==> src/rtl/dtc_pkg.sv <==
package dtc_pkg;
  typedef enum logic [1:0] {
    ST_IDLE = 2'd0,
    ST_PEND = 2'd1,
    ST_COMP = 2'd2
  } dtc_state_t;

  localparam logic [1:0] RSP_RETRY = 2'd0;
  localparam logic [1:0] RSP_DONE  = 2'd1;
  localparam logic [1:0] RSP_ABORT = 2'd2;

  localparam int CMD_W     = 4;
  localparam int BE_W      = 4;
  localparam int WRITE_BIT = 0;
endpackage

==> src/rtl/dtc_match.sv <==
module dtc_match #(
  parameter int AW = 32,
  parameter int DW = 32
) (
  input  logic [AW-1:0]           a_addr,
  input  logic [dtc_pkg::CMD_W-1:0] a_cmd,
  input  logic [dtc_pkg::BE_W-1:0]  a_be,
  input  logic [DW-1:0]           a_wdata,
  input  logic [AW-1:0]           b_addr,
  input  logic [dtc_pkg::CMD_W-1:0] b_cmd,
  input  logic [dtc_pkg::BE_W-1:0]  b_be,
  input  logic [DW-1:0]           b_wdata,
  output logic                    hit
);
  logic hdr_eq;
  logic data_ok;

  assign hdr_eq  = (a_addr == b_addr) && (a_cmd == b_cmd) && (a_be == b_be);
  // read requests carry no meaningful write data
  assign data_ok = !a_cmd[dtc_pkg::WRITE_BIT] || (a_wdata == b_wdata);
  assign hit     = hdr_eq && data_ok;
endmodule

==> src/rtl/dtc_discard_timer.sv <==
module dtc_discard_timer #(
  parameter int LIMIT = 32768
) (
  input  logic clk,
  input  logic rst_n,
  input  logic clear,
  input  logic run,
  output logic expire
);
  localparam int TW = (LIMIT > 2) ? $clog2(LIMIT) : 1;
  localparam logic [TW-1:0] LAST = TW'(LIMIT - 1);

  logic [TW-1:0] cnt;

  always_ff @(posedge clk) begin
    if (!rst_n)     cnt <= '0;
    else if (clear) cnt <= '0;
    else if (run)   cnt <= cnt + 1'b1;
  end

  assign expire = run && (cnt == LAST);
endmodule

==> src/rtl/dtc_target.sv <==
module dtc_target #(
  parameter int AW           = 32,
  parameter int DW           = 32,
  parameter int DISCARD_CLKS = 32768
) (
  input  logic          clk,
  input  logic          rst_n,
  input  logic          req_valid,
  output logic          req_ready,
  input  logic [AW-1:0] req_addr,
  input  logic [3:0]    req_cmd,
  input  logic [3:0]    req_be,
  input  logic [DW-1:0] req_wdata,
  output logic          rsp_valid,
  input  logic          rsp_ready,
  output logic [1:0]    rsp_code,
  output logic [DW-1:0] rsp_rdata,
  output logic          be_req,
  output logic [AW-1:0] be_addr,
  output logic [3:0]    be_cmd,
  output logic [3:0]    be_be,
  output logic [DW-1:0] be_wdata,
  input  logic          be_done,
  input  logic          be_err,
  input  logic [DW-1:0] be_rdata
);
  import dtc_pkg::*;

  dtc_state_t    state;
  logic [AW-1:0] e_addr;
  logic [3:0]    e_cmd;
  logic [3:0]    e_be;
  logic [DW-1:0] e_wdata;
  logic          c_err;
  logic [DW-1:0] c_rdata;

  logic          accept, hit, claim, expire, fin;
  logic [1:0]    nxt_code;
  logic [DW-1:0] nxt_rdata;

  assign req_ready = !rsp_valid;
  assign accept    = req_valid && req_ready;
  assign fin       = (state == ST_PEND) && be_done;

  dtc_match #(.AW(AW), .DW(DW)) u_match (
    .a_addr (e_addr),  .a_cmd (e_cmd),   .a_be (e_be),   .a_wdata (e_wdata),
    .b_addr (req_addr), .b_cmd (req_cmd), .b_be (req_be), .b_wdata (req_wdata),
    .hit    (hit)
  );

  dtc_discard_timer #(.LIMIT(DISCARD_CLKS)) u_timer (
    .clk    (clk),
    .rst_n  (rst_n),
    .clear  (fin),
    .run    (state == ST_COMP),
    .expire (expire)
  );

  assign claim = (state == ST_COMP) && hit;

  always_comb begin
    nxt_code  = RSP_RETRY;
    nxt_rdata = '0;
    if (claim) begin
      nxt_code = c_err ? RSP_ABORT : RSP_DONE;
      if (!c_err && !e_cmd[WRITE_BIT]) nxt_rdata = c_rdata;
    end
  end

  // entry state machine
  always_ff @(posedge clk) begin
    if (!rst_n) begin
      state   <= ST_IDLE;
      e_addr  <= '0;
      e_cmd   <= '0;
      e_be    <= '0;
      e_wdata <= '0;
      c_err   <= 1'b0;
      c_rdata <= '0;
    end else begin
      unique case (state)
        ST_IDLE: if (accept) begin
          e_addr  <= req_addr;
          e_cmd   <= req_cmd;
          e_be    <= req_be;
          e_wdata <= req_wdata;
          state   <= ST_PEND;
        end
        ST_PEND: if (be_done) begin
          c_err   <= be_err;
          c_rdata <= be_rdata;
          state   <= ST_COMP;
        end
        ST_COMP: if ((accept && claim) || expire) state <= ST_IDLE;
        default: state <= ST_IDLE;
      endcase
    end
  end

  // response register
  always_ff @(posedge clk) begin
    if (!rst_n) begin
      rsp_valid <= 1'b0;
      rsp_code  <= RSP_RETRY;
      rsp_rdata <= '0;
    end else if (accept) begin
      rsp_valid <= 1'b1;
      rsp_code  <= nxt_code;
      rsp_rdata <= nxt_rdata;
    end else if (rsp_ready) begin
      rsp_valid <= 1'b0;
    end
  end

  assign be_req   = (state == ST_PEND);
  assign be_addr  = e_addr;
  assign be_cmd   = e_cmd;
  assign be_be    = e_be;
  assign be_wdata = e_wdata;
endmodule

==> config.mk <==
export PLATFORM = sky130hd
export DESIGN_NAME = dtc_target
export DESIGN_NICKNAME = d
export VERILOG_FILES = /design/src/rtl/dtc_pkg.sv /design/src/rtl/dtc_match.sv /design/src/rtl/dtc_discard_timer.sv /design/src/rtl/dtc_target.sv
export SDC_FILE = /design/constraint.sdc
export NUM_CORES = 1
export LEC_CHECK = 0
export BUFFER_PORTS_ARGS = -buffer_cell sky130_fd_sc_hd__buf_2
export CORE_MARGIN = 8
export CORE_UTILIZATION = 55
export DETAILED_ROUTE_END_ITERATION = 10
export GPL_ROUTABILITY_DRIVEN = 1
export GPL_TIMING_DRIVEN = 0
export PLACE_DENSITY = 0.85
export SLEW_MARGIN = 10
export SYNTH_ARGS = -nofsm -noshare
export SYNTH_HDL_FRONTEND = slang
export SYNTH_SLANG_ARGS = --single-unit
==> constraint.sdc <==
create_clock -name clk -period 3.46 [get_ports clk]
set_input_delay 0.519 -clock clk [delete_from_list [all_inputs] [get_ports clk]]
set_output_delay 0.519 -clock clk [all_outputs]
set_load 0.02 [all_outputs]
==> results of run 1 <==
## worst min-delay path by stage
stage                              start                        end  cells past startpoint  slack [ns]
2_1_floorplan    c_rdata[0]$_SDFFE_PN0P_    c_rdata[0]$_SDFFE_PN0P_                      2        0.44
3_3_place_gp   rsp_rdata[5]$_SDFFE_PN0P_  rsp_rdata[5]$_SDFFE_PN0P_                      2        0.43
3_5_place_dp   rsp_rdata[2]$_SDFFE_PN0P_  rsp_rdata[2]$_SDFFE_PN0P_                      2        0.44
4_1_cts                        req_valid     rsp_valid$_SDFFE_PN0P_                      2        0.33
5_1_grt                        req_valid     rsp_valid$_SDFFE_PN0P_                      2        0.34
6_report                       req_valid     rsp_valid$_SDFFE_PN0P_                      2        0.34
## layout make-up
class / instances / area, um^2 / area share
clock buffer: 23 / 488 / 0.0557
tap: 172 / 215 / 0.0245
inverter: 9 / 33.8 / 0.00385
sequential: 157 / 3140 / 0.358
multi-input combinational: 591 / 3510 / 0.401
timing repair buffer: 218 / 1090 / 0.124
buffer: 50 / 214 / 0.0244
antenna: 3 / 7.51 / 0.000856
clock inverter: 6 / 61.3 / 0.00699
## cells in the mapped netlist, drive strengths merged
library cell | n | share of area
mux2i | 1 | 0.0014
nor4 | 7 | 0.0085
and3 | 1 | 0.00091
mux2 | 1 | 0.0016
o211a | 1 | 0.0014
and2 | 3 | 0.0027
and2b | 1 | 0.0011
nor2 | 19 | 0.010
nor2b | 3 | 0.0027
a21boi | 106 | 0.12
o41ai | 2 | 0.0025
xnor2 | 64 | 0.081
or3 | 2 | 0.0018
nand3b | 33 | 0.036
or2 | 1 | 0.00091
nand3 | 4 | 0.0029
clkbuf | 46 | 0.025
o21a | 1 | 0.0011
xor2 | 16 | 0.020
dfxtp | 157 | 0.46
nor3b | 1 | 0.0011
buf | 4 | 0.0060
a31oi | 1 | 0.00091
a22o | 1 | 0.0013
o21ai | 33 | 0.038
nor3 | 4 | 0.0036
ha | 1 | 0.0018
nand4b | 2 | 0.0056
o22ai | 1 | 0.00091
nand2b | 6 | 0.0054
nand2 | 254 | 0.14
nand4 | 18 | 0.016
o41a | 1 | 0.0016
a21oi | 1 | 0.00072
o2111ai | 1 | 0.0013
inv | 9 | 0.0049
## per-layer routing
layer  track usage  part of all wire  vias to the layer above
met4        0.0986             0.020                        0
li1              -                 -                     3142
met3        0.0782             0.074                       31
met1         0.263              0.41                     2941
met5             0                 0                        -
met2         0.404              0.50                      186
## through the flow
stage	std cells	instance area, um^2	setup slack, ns	utilization
floorplan	807	6900	1.72	-
finish	1229	8770	1.12	0.706
CTS	1226	8760	1.12	0.706
global placement	1197	8210	0.943	0.661
detailed placement	1197	8210	0.927	0.661
global route	1229	8770	0.886	0.706
## registers in the layout (all words and copies together) (netlist names)
register,count
rsp_rdata,32
rsp_valid,1
c_err,1
u_timer.cnt,15
rsp_code,2
state,2
be_cmd,4
c_rdata,32
be_be,4
be_addr,32
be_wdata,32
## power by group through the flow
stage	combinational [uW]	clock [uW]	sequential [uW]
detailed placement	575	0	1980
global route	635	1870	1950
finish	579	1750	1950
floorplan	278	0	2040
CTS	581	1770	1940
global placement	568	0	1980
## logic make-up (layout without fill, tap and decap cells)
group	count (synthesis)	in the layout	synth area share
and+or+nand+nor	359	359	0.238
DFF	157	157	0.455
AOI/OAI and AO/OA	149	149	0.165
xor gates and xnor gates	80	80	0.101
buffers and inverters	59	306	0.0359
muxes	2	2	0.00308
adders and majority gates	1	1	0.00181
other	0	3	0
==> key figures, run 1 <==
Floorplan
  – Area of the die: 16400 um^2
  – Rows: 41
  – IO Pins: 219
  – Die Ht: 128 um
  – Die width: 128 um
  – Initial Util: 0.556
  – Core area: 12400 um^2

Timing
  – Normalized max-slew margin: 0.493
  – Final hold violation count: 0
  – FMAX: 427 MHz
  – Max-slew violations: 0
  – Setup_tns: 0 ns
  – Worst Tran Pin Value: 0.754 ns
  – Period Utilization, post-route: 0.677
  – RSZ-0062 raised after global routing: no
  – Worst hold slack: 0.340 ns
  – Clk_skew: 0.00829 ns
  – Min cycle time layout: 2.34 ns
  – Final Setup Violations: 0

Logic synthesis
  – Synthesized area: 6900 um^2
  – Syn Area/Cell: 8.56 um^2
  – Ys Warns: 0
  – #FFs+latches synth: 157
  – Syn Nets: 918
  – Sequential area share after synthesis: 0.455
  – Cell variety after synth: 42
  – Synth Instances: 807

Power and ir drop
  – Combinational share of power: 0.135
  – Total net switching power: 1110 uW
  – Total power: 4280 uW
  – P per Cell Area: 488 nW/um^2
  – Clock power share: 0.409
  – Static Leak: 0.00354 uW
  – Max VDD drop: 0.328 mV
  – Part of the power in registers: 0.455
  – Net Sw Frac: 0.260
  – Internal power: 3160 uW

CTS
  – Hold_buf cts: 0
  – Clock transition at path regs: 0.06 ns
  – CTS tree: built
  – Clock Sinks: 157
  – CTS Root Buffer Type: clkbuf_16
  – Skew-Pair Late Insertion Delay: 0.42 ns
  – Clock Tree Buf Depth: 2
  – H-Tree Depth: 4
  – Postcts setup bufs: 0
  – Num CTS Buffers: 17
  – CTS resizes: 0

Drt
  – Total wire length: 19500 um
  – DR iter-0 viols: 360
  – Vias post-DR: 6300
  – WL/cell: 15.8 um
  – Vias per cell: 5.13
  – Post-route ant nets: 0
  – DRC: 0
  – First-pass DRT Iterations: 5

Global routing
  – Vias in the first global route: 6113
  – Largest net degree at the start of global routing: 17
  – First-pass GRT wire length: 30600 um
  – GR Overflow Total: 0
  – Global-route usage over all layers: 0.236
  – Initial antenna violation count: 3

Critical path
  – Critical path's largest stage delay: 0.69 ns
  – Crit path capture type: flop
  – Crit Path Category: flop to flop
  – RR Startpoint: be_addr[27]$_SDFFE_PN0P_
  – Cell depth of the worst setup path: 6
  – Slowest stage cell, crit path: nor4_1
  – Arrival time worst endpoint: 2.69 ns
  – Worst R2R Setup Slack: 1.12 ns
  – Max Fanout on Critical Path: 10
  – CP Capture Point: rsp_rdata[10]$_SDFFE_PN0P_
  – Worst EP required: 3.81 ns
  – Worst Reg-to-Reg Cells: 6
  – Startpoint types: flop
  – Worst path top cell family by delay: simple AND/OR/NAND/NOR gates
  – Worst setup path startpoint: be_addr[27]$_SDFFE_PN0P_
  – Critical path, cell by cell: xnor2_1, nand4_1, nor4_1, nand4b_2, buf_6, o21ai_1
  – Crit path buffers/inverters: 1
  – R2R Path End: rsp_rdata[10]$_SDFFE_PN0P_

Placed design
  – Number of I/O port buffers: 218
  – Hpwl dp: 14400 um
  – Final GP Congestion: 0.840

Finish
  – Most frequent cells in the layout: 254 x nand2_1, 218 x buf_2, 157 x dfxtp_1, 106 x a21boi_0, 64 x xnor2_1
  – Area delta synth->final: 27.0%
  – Fillers: 1024
  – Leading cell type in the layout, fill and taps excluded: nand2_1
  – Share of layout cells above drive strength 1: 0.266
  – Nets: 1155

Outcome
  – Status: completed

Job
  – # Max-Cap Violations: 0

Worst hold path
  – Hold WC Path Type: input port to flop
No activity file was read; power rests on OpenSTA's default activity.
==> run 2, diff against run 1 <==
--- a/config.mk
+++ b/config.mk
@@ -5,13 +5,14 @@
 export SDC_FILE = /design/constraint.sdc
 export NUM_CORES = 1
 export LEC_CHECK = 0
+export ABC_AREA = 1
 export BUFFER_PORTS_ARGS = -buffer_cell sky130_fd_sc_hd__buf_2
 export CORE_MARGIN = 8
-export CORE_UTILIZATION = 55
+export CORE_UTILIZATION = 52
 export DETAILED_ROUTE_END_ITERATION = 10
 export GPL_ROUTABILITY_DRIVEN = 1
 export GPL_TIMING_DRIVEN = 0
-export PLACE_DENSITY = 0.85
+export PLACE_DENSITY = 0.81
 export SLEW_MARGIN = 10
 export SYNTH_ARGS = -nofsm -noshare
 export SYNTH_HDL_FRONTEND = slang
==> constraint.sdc (replaced) <==
create_clock -name clk -period 2.4 [get_ports clk]
set_input_delay 0.36 -clock clk [delete_from_list [all_inputs] [get_ports clk]]
set_output_delay 0.36 -clock clk [all_outputs]
set_load 0.02 [all_outputs]
==> key figures, run 2 <==
Timing
  – Final Setup Violations: 0 (unchanged)
  – Worst Slack Setup Final: 0.368 ns (-0.749 ns)
  – Period Utilization, post-route: 0.847 (+0.169)
  – Final hold violation count: 0 (unchanged)
  – Max-slew violations: 0 (unchanged)
  – Worst Tran Pin Value: 0.746 ns (-0.00825 ns)
  – Normalized max-slew margin: 0.503 (+0.0101)
  – Min cycle time layout: 2.03 ns (-0.311 ns)
  – Clk_skew: 0.0105 ns (+0.00217 ns)
  – Setup_tns: 0 ns (unchanged)
  – FMAX: 492 MHz (+15%)
  – RSZ-0062 raised after global routing: no

Logic synthesis
  – Synth Instances: 973 (+21%)
  – Syn Area/Cell: 7.38 um^2 (-14%)
  – Dominant cell by count in the synthesized netlist: nand2_1
  – Post-synth top cells: 168 x nand2_1, 157 x dfxtp_1, 149 x nor2_1
  – Ys async rst share: 0 (unchanged)
  – Synth top area cells: dfxtp_1 44%, nand2_1 8.8%, nor2_1 7.8%
  – #FFs+latches synth: 157 (unchanged)
  – Synthesized area: 7180 um^2 (+4.0%)
  – Ys flop type: dfxtp_1
  – Syn Nets: 1084 (+18%)
  – Ys Warns: 0 (unchanged)
  – Cell variety after synth: 30 (-29%)
  – EDFF count, synth: 0 (unchanged)
  – Synth top area share: 0.438 (-0.0174)
  – Cell accounting for the most synthesized area: dfxtp_1
  – Sequential area share after synthesis: 0.438 (-0.0174)

Critical path
  – Worst Reg-to-Reg Cells: 7 (+1)
  – Worst path top cell family by delay: buffers and inverters
  – Crit Path Category: flop to flop
  – Arrival time worst endpoint: 2.32 ns (-0.37 ns)
  – Worst EP required: 2.68 ns (-1.13 ns)
  – Cell depth of the worst setup path: 7 (+1)
  – Startpoint types: flop
  – Crit path capture type: flop
  – Critical path, cell by cell: inv_2, nand2_4, nor3_4, inv_1, clkbuf_1, clkbuf_1, a21oi_1
  – Max Fanout on Critical Path: 10 (unchanged)
  – Slowest stage cell, crit path: clkbuf_1
  – Critical path's largest stage delay: 0.52 ns (-0.17 ns)
  – Crit path buffers/inverters: 4 (+3)
  – Crit-path most repeated cell: clkbuf_1

Floorplan
  – Rows: 43 (+4.9%)
  – Die Ht: 133 um (+4.3%)
  – Area of the die: 17800 um^2 (+8.7%)
  – IO Pins: 219 (unchanged)
  – Die width: 133 um (+4.3%)
  – Core area: 13700 um^2 (+10%)
  – Initial Util: 0.525 (-0.0309)

Power and ir drop
  – Part of the power in registers: 0.427 (-0.028)
  – Total net switching power: 1970 uW (+77%)
  – Combinational share of power: 0.168 (+0.033)
  – P per Cell Area: 745 nW/um^2 (+53%)
  – Internal power: 4810 uW (+52%)
  – Clock power share: 0.405 (-0.004)
  – Static Leak: 0.00405 uW (+14%)
  – Net Sw Frac: 0.291 (+0.0307)
  – Max VDD drop: 0.616 mV (+88%)

CTS
  – Clock Tree Buf Depth: 2 (unchanged)
  – Skew-Pair Late Insertion Delay: 0.42 ns (about the same)
  – Postcts setup bufs: 0 (unchanged)
  – CTS Root Buffer Type: clkbuf_16
  – CTS tree: built
  – Clock Sinks: 157 (unchanged)
  – H-Tree Depth: 4 (unchanged)
  – Clock transition at path regs: 0.07 ns (about the same)
  – Num CTS Buffers: 17 (unchanged)

Global routing
  – Initial antenna violation count: 1 (-2)
  – Global-route usage over all layers: 0.230 (-0.00532)
  – GR Overflow Total: 0 (unchanged)
  – Largest net degree at the start of global routing: 17 (unchanged)
  – First-pass GRT wire length: 33300 um (+8.8%)
  – Vias in the first global route: 6813 (+11%)

Drt
  – DR iter-0 viols: 302 (-16%)
  – Vias post-DR: 7074 (+12%)
  – DRC: 0 (unchanged)
  – Post-route ant nets: 0 (unchanged)
  – Total wire length: 20900 um (+7.7%)
  – Vias per cell: 5.04 (-1.6%)
  – First-pass DRT Iterations: 5 (unchanged)
  – WL/cell: 14.9 um (-5.7%)

Placed design
  – Hpwl dp: 15900 um (+11%)
  – Final GP Congestion: 0.854 (+1.7%)
  – Number of I/O port buffers: 217 (-0.46%)
  – Pre-CTS setup slack: 0.0985 ns (-0.829 ns)

Finish
  – Most frequent cells in the layout: 218 x buf_2, 168 x nand2_1, 157 x dfxtp_1, 149 x nor2_1, 111 x o21ai_0
  – Leading cell type in the layout, fill and taps excluded: buf_2
  – Share of layout cells above drive strength 1: 0.271 (+0.00521)
  – Register area: 3140 um^2 (unchanged)
  – Multi-input logic area: 3380 um^2 (-3.9%)
  – Fillers: 1194 (+17%)
  – Nets: 1320 (+14%)
  – Area delta synth->final: 26.7%

Outcome
  – Status: completed

Job
  – # Max-Cap Violations: 0 (unchanged)

Worst hold path
  – Hold WC Path Type: input port to flop
  – Hold Crit Depth: 3 (+1)
run 2: changes by cell type after synthesis, sizes merged, moves of 33 or more:
cell / before / now
a21boi: 106 / 0
a21oi: 1 / 110
inv: 9 / 112
nand2: 254 / 171
nand3: 4 / 39
nand3b: 33 / 0
nor2: 19 / 153
o21ai: 33 / 113
run 2: kinds of logic after synthesis:
group                    synth area share
AND/OR/NAND/NOR                     0.239
AO/OA/AOI/OAI                       0.175
buffers and inverters              0.0927
flip-flops                          0.438
XOR/XNOR                           0.0537
adder cells (fa/ha/maj)           0.00174
run 2: routing by layer:
layer / track usage / routed length [um]
met5: 0 / 8
met3: 0.0941 / 2080
met4: 0.0724 / 264
met1: 0.262 / 8630
met2: 0.386 / 9960
run 2: cell type report:
cell class,instances,share of cell area
Clock buffer,19,0.0476
Buffer,49,0.0270
Inverter,112,0.0462
Sequential cell,157,0.346
Tap cell,180,0.0248
Antenna cell,1,0.000275
Timing Repair Buffer,217,0.119
Clock inverter,13,0.0180
Multi-Input combinational cell,655,0.371
run 2: repair_timing:
action,4_1_cts,5_1_grt
resized for setup,0,1
setup endpoints to repair,0,1
hold buffers,0,0
run 2: worst paths after layout:
kind	slack [ns]	startpoint	to
max	0.37	rsp_valid$_SDFFE_PN0P_	be_addr[13]$_SDFFE_PN0P_
min	0.19	req_wdata[7]	be_wdata[7]$_SDFFE_PN0P_
max reg2reg	0.37	rsp_valid$_SDFFE_PN0P_	be_addr[13]$_SDFFE_PN0P_
min reg2reg	0.45	c_rdata[14]$_SDFFE_PN0P_	c_rdata[14]$_SDFFE_PN0P_
run 2: worst register-to-register path, delay by kind of cell (launching register included):
family / cells / cell delay (ns)
and+or+nand+nor: 2 / 0.26
buffers and inverters: 4 / 1.11
AOI/OAI and AO/OA: 1 / 0.16
DFF: 1 / 0.36
run 2: power by group through the flow:
stage	combinational (uW)	clock (uW)	sequential [uW]
floorplan	561	0	3080
global placement	1120	0	2940
detailed placement	1140	0	2950
CTS	1140	2770	2890
global route	1260	2880	2910
finish	1140	2750	2900
run 2: through the flow:
| stage | instances | cell area (um^2) | hold WS [ns] | util | total power (uW) |
|---|---|---|---|---|---|
| 3_5_place_dp | 1370 | 8490 | 0.445 | 0.621 | 4090 |
| 6_report | 1403 | 9090 | 0.186 | 0.666 | 6780 |
| 3_3_place_gp | 1370 | 8490 | 0.438 | 0.621 | 4060 |
| 5_1_grt | 1402 | 9090 | 0.187 | 0.665 | 7050 |
| 2_1_floorplan | 973 | 7180 | 0.430 | - | 3640 |
| 4_1_cts | 1402 | 9090 | 0.171 | 0.665 | 6810 |
==> run 3, diff against run 2 <==
==> constraint.sdc (replaced) <==
create_clock -name clk -period 1.95 [get_ports clk]
set_input_delay 0.2925 -clock clk [delete_from_list [all_inputs] [get_ports clk]]
set_output_delay 0.2925 -clock clk [all_outputs]
set_load 0.02 [all_outputs]
==> key figures, run 3 (same netlist as run 2, synthesis figures left out) <==
Critical path
  – Worst EP required: 2.30 ns (-0.38 ns)
  – Worst R2R Setup Slack: 0.14 ns (-0.22 ns)
  – Arrival time worst endpoint: 2.16 ns (-0.16 ns)
  – Crit path capture type: flop
  – Startpoint types: flop
  – Slowest stage cell, crit path: dfxtp_1
  – Crit Path Category: flop to flop
  – Worst Reg-to-Reg Cells: 11 (+4)
  – RR Startpoint: be_cmd[0]$_SDFFE_PN0P_
  – Max Fanout on Critical Path: 10 (unchanged)
  – Critical path's largest stage delay: 0.42 ns (-0.10 ns)
  – Critical path, cell by cell: inv_2, nand2_1, nand2_1, nor2_1, nand4_1, nor2_1, nand2_2, nor2_8, buf_12, nand3_2, a21oi_2
  – Crit path buffers/inverters: 2 (-2)
  – R2R Path End: rsp_rdata[14]$_SDFFE_PN0P_
  – Worst path top cell family by delay: simple AND/OR/NAND/NOR gates

Drt
  – Post-route ant nets: 0 (unchanged)
  – First-pass DRT Iterations: 5 (unchanged)
  – Total wire length: 21100 um (+0.63%)
  – Vias per cell: 5.04 (about the same)
  – DRC: 0 (unchanged)
  – WL/cell: 15.0 um (+0.56%)
  – Vias post-DR: 7081 (+0.099%)
  – DR iter-0 viols: 326 (+7.9%)

Floorplan
  – IO Pins: 219 (unchanged)
  – Die width: 133 um (unchanged)
  – Core area: 13700 um^2 (unchanged)
  – Die Ht: 133 um (unchanged)
  – Area of the die: 17800 um^2 (unchanged)
  – Initial Util: 0.525 (unchanged)
  – Rows: 43 (unchanged)

Finish
  – Fillers: 1192 (-0.17%)
  – Final std cells w/o fill: 1404 (+0.071%)
  – Nets: 1322 (+0.15%)
  – Share of layout cells above drive strength 1: 0.276 (+0.00528)
  – Leading cell type in the layout, fill and taps excluded: buf_2
  – Area delta synth->final: 27.1%
  – Most frequent cells in the layout: 218 x buf_2, 167 x nand2_1, 157 x dfxtp_1, 149 x nor2_1, 111 x o21ai_0
  – N_diodes: 0 (-1)
  – Core Util, Final: 0.668 (+0.00220)
  – Design area: 9130 um^2 (+0.33%)

CTS
  – CTS tree: built
  – Clock Sinks: 157 (unchanged)
  – Skew-Pair Late Insertion Delay: 0.43 ns (about the same)
  – H-Tree Depth: 4 (unchanged)
  – Num CTS Buffers: 17 (unchanged)
  – CTS Root Buffer Type: clkbuf_16
  – Clock transition at path regs: 0.06 ns (about the same)
  – Clock Tree Buf Depth: 2 (unchanged)

Timing
  – Max-slew violations: 0 (unchanged)
  – Worst Tran Pin Value: 0.741 ns (-0.00437 ns)
  – Final hold violation count: 0 (unchanged)
  – Period Utilization, post-route: 0.926 (+0.0792)
  – Final Setup Violations: 0 (unchanged)
  – Normalized max-slew margin: 0.506 (+0.00291)
  – RSZ-0062 raised after global routing: no
  – Clk_skew: 0.0101 ns (-0.000414 ns)
  – FMAX: 554 MHz (+13%)
  – Min cycle time layout: 1.81 ns (-0.227 ns)

Worst hold path
  – Hold WC Path Type: input port to flop
  – Hold Path End: be_wdata[7]$_SDFFE_PN0P_
  – Hold Crit Depth: 3 (unchanged)
  – Hold_sp: req_wdata[7]

Power and ir drop
  – Static Leak: 0.00407 uW (+0.54%)
  – P per Cell Area: 916 nW/um^2 (+23%)
  – Max VDD drop: 0.758 mV (+23%)

Placed design
  – Placed Cells: 1370 (unchanged)
  – Final GP Congestion: 0.854 (unchanged)
  – Hpwl dp: 15900 um (unchanged)
  – Post-DP Area: 8490 um^2 (unchanged)
  – Number of I/O port buffers: 217 (unchanged)

Global routing
  – First-pass GRT wire length: 33300 um (+0.14%)
  – GR Overflow Total: 0 (unchanged)
  – Global-route usage over all layers: 0.231 (+0.000558)
  – Vias in the first global route: 6815 (+0.029%)
  – Largest net degree at the start of global routing: 17 (unchanged)
  – Initial antenna violation count: 1 (unchanged)

Outcome
  – Status: completed

Job
  – # Max-Cap Violations: 0 (unchanged)
[run 3: cell types whose count changed in the layout (fill, tap and decap cells not counted), sizes merged]
| cell | change |
|---|---|
| buf | +2 |
| diode | -1 |
[run 3: area by class of cell]
type                       count  area, um^2  share of cell area
buffer                        49         250              0.0274
clock buffer                  19         433              0.0474
clock inverter                13         164              0.0180
inverter                     112         420              0.0461
multi-input combinational    655        3390               0.371
sequential                   157        3140               0.344
tap                          180         225              0.0247
timing repair buffer         219        1100               0.121
[run 3: stage by stage]
stage | hold slack [ns] | total power, uW | TNS [ns] | setup slack, ns
after global placement | 0.438 | 5000 | -12.20 | -0.243
after detailed placement | 0.445 | 5030 | -13.91 | -0.284
after CTS | 0.104 | 8390 | 0 | 0.0495
after global routing | 0.118 | 8690 | 0 | 0.00489
final | 0.118 | 8360 | 0 | 0.145
after floorplan | 0.427 | 4480 | 0 | 0.307
[run 3: worst max-delay path by stage]
stage | startpoint | end | depth (start not counted) | slack [ns]
global placement | req_valid | be_wdata[24]$_SDFFE_PN0P_ | 8 | -0.24
detailed placement | req_valid | be_wdata[24]$_SDFFE_PN0P_ | 8 | -0.28
global route | state[1]$_SDFFE_PN0P_ | rsp_rdata[14]$_SDFFE_PN0P_ | 11 | 0.005
CTS | rsp_valid$_SDFFE_PN0P_ | be_wdata[21]$_SDFFE_PN0P_ | 8 | 0.05
finish | be_cmd[0]$_SDFFE_PN0P_ | rsp_rdata[14]$_SDFFE_PN0P_ | 11 | 0.14
floorplan | rsp_valid$_SDFFE_PN0P_ | rsp_code[0]$_SDFFE_PN0P_ | 12 | 0.31
[run 3: what timing repair did]
action | CTS | global route
endpoints found under the setup margin | 50 | 61
resized for setup | 2 | 9
hold buffers | 0 | 0
buffers inserted | 2 | 0
gates cloned | 0 | 0
pin swaps | 1 | 0
[run 3: power by group]
group / leakage (uW) / internal (uW) / switching (uW)
registers: 0.00128 / 3410 / 155
clock network: 0.000288 / 2020 / 1360
logic: 0.00250 / 493 / 914
[run 3: routing by layer]
| layer | global-route usage | share of wire | wire length (um) | vias to the layer above |
|---|---|---|---|---|
| li1 | - | - | - | 3562 |
| met1 | 0.263 | 0.41 | 8600 | 3247 |
| met2 | 0.387 | 0.48 | 10100 | 248 |
| met3 | 0.0953 | 0.10 | 2170 | 22 |
| met4 | 0.0705 | 0.012 | 250 | 2 |
| met5 | 0 | 0.00038 | 8 | - |
[run 3: tightest hold or removal path, cell delays in order]
cell	delay [ns]
buf_2	0.09
nor2_1	0.04
nor2_1	0.08
